**src/rtl/uart_tx_ctl.sv**
```systemverilog
module uart_tx_ctl #(
  parameter int DATA_W = 8,
  parameter int OVS = 16
) (
  input  logic              clk,
  input  logic              rst_n,
  input  logic              baud_tick,
  input  logic              wr_en,
  input  logic [1:0]        wr_addr,
  input  logic [DATA_W-1:0] wr_data,
  output logic              txd,
  output logic              tdre,
  output logic              tc,
  output logic              irq
);
  localparam int FW = DATA_W + 3;
  localparam int CW = $clog2(FW + 1);
  localparam int TW = (OVS > 1) ? $clog2(OVS) : 1;

  logic [DATA_W-1:0] dr;
  logic              dr_full, nine, ninth;
  logic              te, sbk, tie, tcie;
  logic              brk_pend, pre_pend, busy;
  logic [FW-1:0]     sh;
  logic [CW-1:0]     bcnt, len;
  logic [TW-1:0]     tcnt;

  wire send_brk = sbk | brk_pend;
  wire start    = !busy && te && (send_brk || pre_pend || dr_full);
  wire bit_end  = busy && baud_tick && (tcnt == TW'(OVS - 1));
  wire last     = bit_end && (bcnt == len - CW'(1));
  wire wr_dat   = wr_en && (wr_addr == 2'd0);
  wire wr_fmt   = wr_en && (wr_addr == 2'd1);
  wire wr_ctl   = wr_en && (wr_addr == 2'd2);

  wire [FW-1:0] data_frame = nine ? {1'b1, ninth, dr, 1'b0} : {2'b11, dr, 1'b0};

  assign txd = (te && busy) ? sh[0] : 1'b1;
  assign irq = (tie && tdre) || (tcie && tc);

  always_ff @(posedge clk) begin
    if (!rst_n) begin
      dr <= '0; dr_full <= 1'b0; nine <= 1'b0; ninth <= 1'b0;
      te <= 1'b0; sbk <= 1'b0; tie <= 1'b0; tcie <= 1'b0;
      brk_pend <= 1'b0; pre_pend <= 1'b0; busy <= 1'b0;
      sh <= '1; bcnt <= '0; len <= '0; tcnt <= '0;
      tdre <= 1'b1; tc <= 1'b1;
    end else begin
      if (start) begin
        busy <= 1'b1;
        tcnt <= '0;
        bcnt <= '0;
        tc   <= 1'b0;
        len  <= nine ? CW'(FW) : CW'(FW - 1);
        if (send_brk) begin
          sh <= '0;
          brk_pend <= 1'b0;
        end else if (pre_pend) begin
          sh <= '1;
          pre_pend <= 1'b0;
        end else begin
          sh <= data_frame;
          dr_full <= 1'b0;
          tdre <= 1'b1;
        end
      end else if (busy && baud_tick) begin
        if (bit_end) begin
          tcnt <= '0;
          sh   <= {1'b1, sh[FW-1:1]};
          bcnt <= bcnt + CW'(1);
          if (last) begin
            busy <= 1'b0;
            tc   <= !(dr_full || brk_pend || pre_pend || sbk);
          end
        end else begin
          tcnt <= tcnt + TW'(1);
        end
      end

      if (wr_dat) begin
        dr <= wr_data;
        dr_full <= 1'b1;
        tdre <= 1'b0;
        tc <= 1'b0;
      end
      if (wr_fmt) begin
        nine  <= wr_data[0];
        ninth <= wr_data[1];
      end
      if (wr_ctl) begin
        te   <= wr_data[0];
        sbk  <= wr_data[1];
        tie  <= wr_data[2];
        tcie <= wr_data[3];
        if (busy && !te && wr_data[0]) pre_pend <= 1'b1;
        if (!sbk && wr_data[1]) brk_pend <= 1'b1;
      end
    end
  end


  tdre_rise_chk: assert property (@(posedge clk) disable iff (!rst_n)
    $rose(tdre) |-> busy && $past(dr_full));


  tc_rise_chk: assert property (@(posedge clk) disable iff (!rst_n)
    $rose(tc) |-> !busy && $past(busy));


  bit_hold_chk: assert property (@(posedge clk) disable iff (!rst_n)
    busy && $past(busy) && !$past(bit_end) && te && $past(te) |-> $stable(txd));


  wr_clear_chk: assert property (@(posedge clk) disable iff (!rst_n)
    wr_dat |=> !tdre && !tc);
endmodule

```
**config.mk**
```make
export PLATFORM = sky130hd
export DESIGN_NAME = uart_tx_ctl
export DESIGN_NICKNAME = d
export VERILOG_FILES = /design/src/rtl/uart_tx_ctl.sv
export SDC_FILE = /design/constraint.sdc
export NUM_CORES = 1
export LEC_CHECK = 0
export ABC_AREA = 1
export BUFFER_PORTS_ARGS = -buffer_cell sky130_fd_sc_hd__buf_2
export CORE_ASPECT_RATIO = 1.25
export CORE_MARGIN = 2
export CORE_UTILIZATION = 40
export DETAILED_ROUTE_END_ITERATION = 16
export GPL_ROUTABILITY_DRIVEN = 0
export HOLD_SLACK_MARGIN = 0.03
export PLACE_DENSITY_LB_ADDON = 0.12
export SLEW_MARGIN = 0
export SYNTH_ARGS = -nofsm -noshare
export SYNTH_HDL_FRONTEND = slang
export SYNTH_SLANG_ARGS = --single-unit
```
**constraint.sdc**
```tcl
create_clock -name clk -period 1.49 [get_ports clk]
set_input_delay 0.149 -clock clk [delete_from_list [all_inputs] [get_ports clk]]
set_output_delay 0.149 -clock clk [all_outputs]
set_load 0.05 [all_outputs]
```
Yosys cells after proc, flatten, opt, wreduce, memory -nomap -nowiden:

Cells that the tools add are included.

* bits in registers: 43
* logic and storage cells: 100
* input port bits: 14

* equality and inequality tests: 6
* reduce and logical (&&, ||, !) cells: 38
* add/subtract/negate cells: 3
* bitwise operators: 2
* muxes and demuxes: 34

Operators with widths (count)
* 11-bit two-way mux: 4
* 1-bit two-way mux: 27
* 10-bit two-way mux: 2
* 1-bit logical AND: 14
* 3-bit AND reduction: 3
* 3-bit nonzero test: 3
* 4-bit by 1-bit adder with 4-bit output, second input constant: 2
* 2-bit nonzero test: 4
* 1-bit logical OR: 6
* 4-bit == test: 1
* 4-bit == test, second input constant: 1
* 1-bit logical NOT: 4
* 4-bit two-way mux: 1
* 2-bit by 1-bit != test with 1-bit output, second input constant: 2
* 2-bit AND reduction: 2
* 4-bit by 1-bit subtractor with 4-bit output, second input constant: 1
* 2-bit by 1-bit == test with 1-bit output, second input constant: 1
* 2-bit == test, second input constant: 1
* 2-bit logical NOT: 1
* 2-bit OR reduction: 1
* 1-bit NOT: 1
* 1-bit bitwise OR: 1

Longest topological paths before layout:

* depth in word-level cells: 9
* depth in mapped cells: 10

Worst setup path after synthesis:

Ideal clock, no wire load.

* kind: register to output
* from: register tc
* to: output port irq
* arrival: 1154 ps
* cell stages (with the launch flop): 2
* path slack: 187 ps
* path through: dfxtp_1 -> a22o_1

* word-level cells in the longest chain between the ends: 2

Ends and longest elaborated chain
* start, declared: line 13 `output logic tc,`
* start signal, assigned: line 73 `tc <= !(dr_full || brk_pend || pre_pend || sbk);`
* 1-bit logical AND: line 39 `assign irq = (tie && tdre) || (tcie && tc);`
* 1-bit logical OR: line 39
* end, declared: line 14 `output logic irq`

Every way passes these cells.

Final worst setup path:

* from: register len[0]
* to: register busy

* word-level cells in the longest chain between the ends: 5

Ends and longest elaborated chain
* start, declared: line 25 `logic [CW-1:0] bcnt, len;`
* start signal, assigned: line 54 `len <= nine ? CW'(FW) : CW'(FW - 1);`
* 4-bit by 1-bit subtractor with 4-bit output: line 31 `wire last = bit_end && (bcnt == len - CW'(1));`
* 4-bit == test: line 31
* 1-bit logical AND: line 31
* 2-bit nonzero test (no source line)
* 3-bit AND reduction (no source line)
* end signal, assigned: line 45 `brk_pend <= 1'b0; pre_pend <= 1'b0; busy <= 1'b0;`
* end signal, assigned: line 50 `busy <= 1'b1;`
* end signal, assigned: line 72 `busy <= 1'b0;`
* end, declared: line 23 `logic brk_pend, pre_pend, busy;`

Every way passes these cells.
A chain may end at the register's enable or synchronous reset.

==> flow_metrics.env <==
export IMPL_fin_crit_ns=1.32
export IMPL_setup_worst_path_end="busy$_SDFFE_PN0P_"
export IMPL_rows=28
export IMPL_ys_seq_area_share_pct=41.7
export IMPL_synth_cell_types=33
export IMPL_die_area_um2=5500
export IMPL_cts_setup_buffers=0
export IMPL_rr_worst_depth=9
export IMPL_path_cells="inv_1, ha_1, inv_1, nand2_1, nand2_1, nor2_2, nand3_1, nand2_1, a21oi_1"
export IMPL_wl_um=3980
export IMPL_cp_slowest_stage_delay_ns=0.34
export IMPL_syn_mean_instance_area_um2=7.85
export IMPL_drt_iter0_drc=75
export IMPL_hold_buffers=0
export IMPL_vias=1625
export IMPL_finClkSkew_ns=0.00829
export IMPL_die_w_um=66.8
export IMPL_status="completed"
export IMPL_hold_class="input pin to flop"
export IMPL_antenna_found_initial=0
export IMPL_io_buffers=17
export IMPL_cellPowerDensity_nw_per_um2=943
export IMPL_grt_setup_unrepaired="no"
export IMPL_clock_latency_ns=0.29
export IMPL_drt_vias_per_instance=4.84
export IMPL_crit_path_top_delay_cell="dfxtp_2"
export IMPL_htreeDepth=2
export IMPL_min_period_over_period_pct=88.9
export IMPL_final_setup_viol_count=0
export IMPL_nFillCells=506
export IMPL_grt_pass1_wl_um=7020
export IMPL_r2r_setup_slack_ns=0.17
export IMPL_ys_warn_count=0
export IMPL_path_class="flop to flop"
export IMPL_diodes=0
export IMPL_relSlewSlack_pct=80.7
export IMPL_ys_ff_latch=41
export IMPL_grt_pass1_vias=1599
export IMPL_io_pins=18
export IMPL_fin_nets=293
export IMPL_critPathRequiredTime_ns=1.67
export IMPL_vdd_ir_drop_max_uv=575
export IMPL_synth_cells=251
export IMPL_crit_path_start="len[0]$_SDFFE_PN0N_"
export IMPL_gr_usage_all_layers_pct=16.9
export IMPL_arrival_ns=1.50
export IMPL_ant_nets=0
export IMPL_multiInputGateArea_um2=1010
export IMPL_drc=0
export IMPL_synthFlopType="dfxtp_1"
export IMPL_clkTransAtPathRegs_ns=0.08
export IMPL_slew_violations=0
export IMPL_dr_pass1_iters=4
export IMPL_setup_slack_ns=0.166
export IMPL_final_setup_tns_ns=0
export IMPL_worstPathMaxFanout=3
export IMPL_synth_edf_count=0
export IMPL_avgRoutedWirePerCell_um=11.8
export IMPL_crit_path_frequent_cell="nand2_1"
export IMPL_worstReg2RegStart="len[0]$_SDFFE_PN0N_"
export IMPL_die_y_um=82.5
export IMPL_core_um2=4730
export IMPL_dpl_worst_slack_ns=0.153
export IMPL_grt_max_degree=16
export IMPL_syn_cell_area_um2=1970
export IMPL_drive_above_1_share_pct=26.8
export IMPL_syn_num_nets=269
export IMPL_cap_violations=0
export IMPL_cts_buffers=5
export IMPL_async_flop_share_pct=0
export IMPL_cts_tree="done"
export IMPL_area_delta_synth_final_pct=13.6
export IMPL_worstMarginPinSlew_ns=0.288
export IMPL_grt_overflow_total=0
export IMPL_clock_sinks=41
export IMPL_worstSetupEndpointType="flop"
export IMPL_cts_buffer_depth=2
export IMPL_hpwl_um=2880
export IMPL_leakage_nw=0.999
export IMPL_fmax_mhz=755
export IMPL_start_util_pct=41.6
export IMPL_seqCellArea_um2=822
export IMPL_cts_root_buf="clkbuf_8"
export IMPL_reg2reg_to="busy$_SDFFE_PN0P_"
export IMPL_final_util_pct=47.3
export IMPL_finalHoldViolCount=0
export IMPL_crit_path_start_kind="flop"
## per-layer routing
layer | wire, µm | vias up | part of all wire [%] | GRT usage, %
met5 | 0 | - | 0 | 0
met4 | 63 | 0 | 1.6 | 6.12
met3 | 117 | 6 | 2.9 | 4.20
met2 | 1980 | 16 | 50 | 30.6
met1 | 1820 | 738 | 46 | 19.2
li1 | - | 865 | - | -
## worst min-delay path by stage
stage          startpoint                 end  slack [ns]  cells after the start
6_report       wr_data[6]  dr[6]$_SDFFE_PN0N_        0.07                      3
5_1_grt        wr_data[4]  dr[4]$_SDFFE_PN0N_        0.07                      3
4_1_cts        wr_data[6]  dr[6]$_SDFFE_PN0N_        0.07                      3
3_5_place_dp   wr_data[7]  dr[7]$_SDFFE_PN0N_        0.38                      3
3_3_place_gp   wr_data[7]  dr[7]$_SDFFE_PN0N_        0.37                      3
2_1_floorplan  wr_data[2]  dr[2]$_SDFFE_PN0N_        0.28                      2
## placed cells by master, fill, tap and decap left out, types with 3 or more instances in the layout
| cell | n |
|---|---|
| buf_4 | 9 |
| nand3_1 | 10 |
| dfxtp_1 | 40 |
| nor2_1 | 28 |
| ha_1 | 4 |
| nor2_2 | 3 |
| clkbuf_8 | 7 |
| nand2_2 | 13 |
| a21oi_1 | 17 |
| nand3_2 | 11 |
| nand2_4 | 3 |
| buf_2 | 17 |
| inv_1 | 14 |
| o21ai_1 | 7 |
| nor3_1 | 3 |
| o21ai_0 | 17 |
| nand2_1 | 50 |
## through the flow
stage | hold WS (ns) | power [mW] | cell area, µm² | cells
finish | 0.0738 | 2.11 | 2240 | 336
global route | 0.0726 | 2.21 | 2240 | 336
CTS | 0.0706 | 2.14 | 2230 | 336
detailed placement | 0.378 | 1.34 | 2130 | 328
global placement | 0.373 | 1.34 | 2130 | 328
floorplan | 0.284 | 1.28 | 1970 | 251
## synthesized netlist by cell type (2+ instances only)
cell,number,share of area (%)
inv_1,14,2.7
nand3_2,11,5.6
nand3_1,10,2.5
o21ai_0,17,4.3
clkbuf_1,2,0.38
ha_1,4,2.5
a21oi_1,17,4.3
dfxtp_1,41,42
nor2_2,2,0.64
buf_6,2,1.1
nor3_1,3,0.76
nand2_1,50,9.5
nand2_2,13,4.1
nor2_1,29,5.5
nor2_4,2,1.1
buf_2,4,1.0
clkinv_1,2,0.38
o21ai_1,7,1.8
nand4_1,2,0.64
nand2_4,3,1.7
inv_2,2,0.38
xnor2_1,2,0.89
a211oi_2,2,1.3
## state kept, by name (all words and copies together), names as in the netlist
signal,count
sbk,1
dr,8
tie,1
nine,1
len,2
bcnt,4
tc,1
tcie,1
brk_pend,1
pre_pend,1
busy,1
sh,11
tcnt,4
tdre,1
dr_full,1
ninth,1
te,1
## power by group
part	switching, mW	internal, mW	total [mW]
clock	0.381	0.419	0.799
combinational	0.110	0.0614	0.172
sequential	0.0158	1.12	1.14
## critical path: cells and delay by family, from the launching register on
kind / cells / cell delay (ns)
adders and majority gates: 1 / 0.29
AOI/OAI and AO/OA: 1 / 0.06
DFF: 1 / 0.34
buffers and inverters: 2 / 0.11
and+or+nand+nor: 5 / 0.41
## kinds of logic (layout without fill, tap and decap cells)
logic type / count (synthesis) / in the layout / synth area share, %
and+or+nand+nor: 128 / 128 / 33.9
buffers and inverters: 28 / 53 / 7.18
DFF: 41 / 41 / 41.7
AOI/OAI and AO/OA: 47 / 47 / 13.3
adders and majority gates: 4 / 4 / 2.54
xor gates and xnor gates: 3 / 3 / 1.33
## timing repair
action                     CTS  global route
setup endpoints to repair    0             2
resized for setup            0             2
hold endpoints to repair     0             0
## area by class of cell
| class | instances | share of cell area, % |
|---|---|---|
| sequential | 41 | 36.7 |
| timing repair buffer | 26 | 6.82 |
| clock buffer | 7 | 4.31 |
| clock inverter | 1 | 0.224 |
| tap | 60 | 3.36 |
| multi-input combinational | 182 | 45.1 |
| inverter | 19 | 3.41 |
Note: power is estimated with default switching activity, not from simulation.
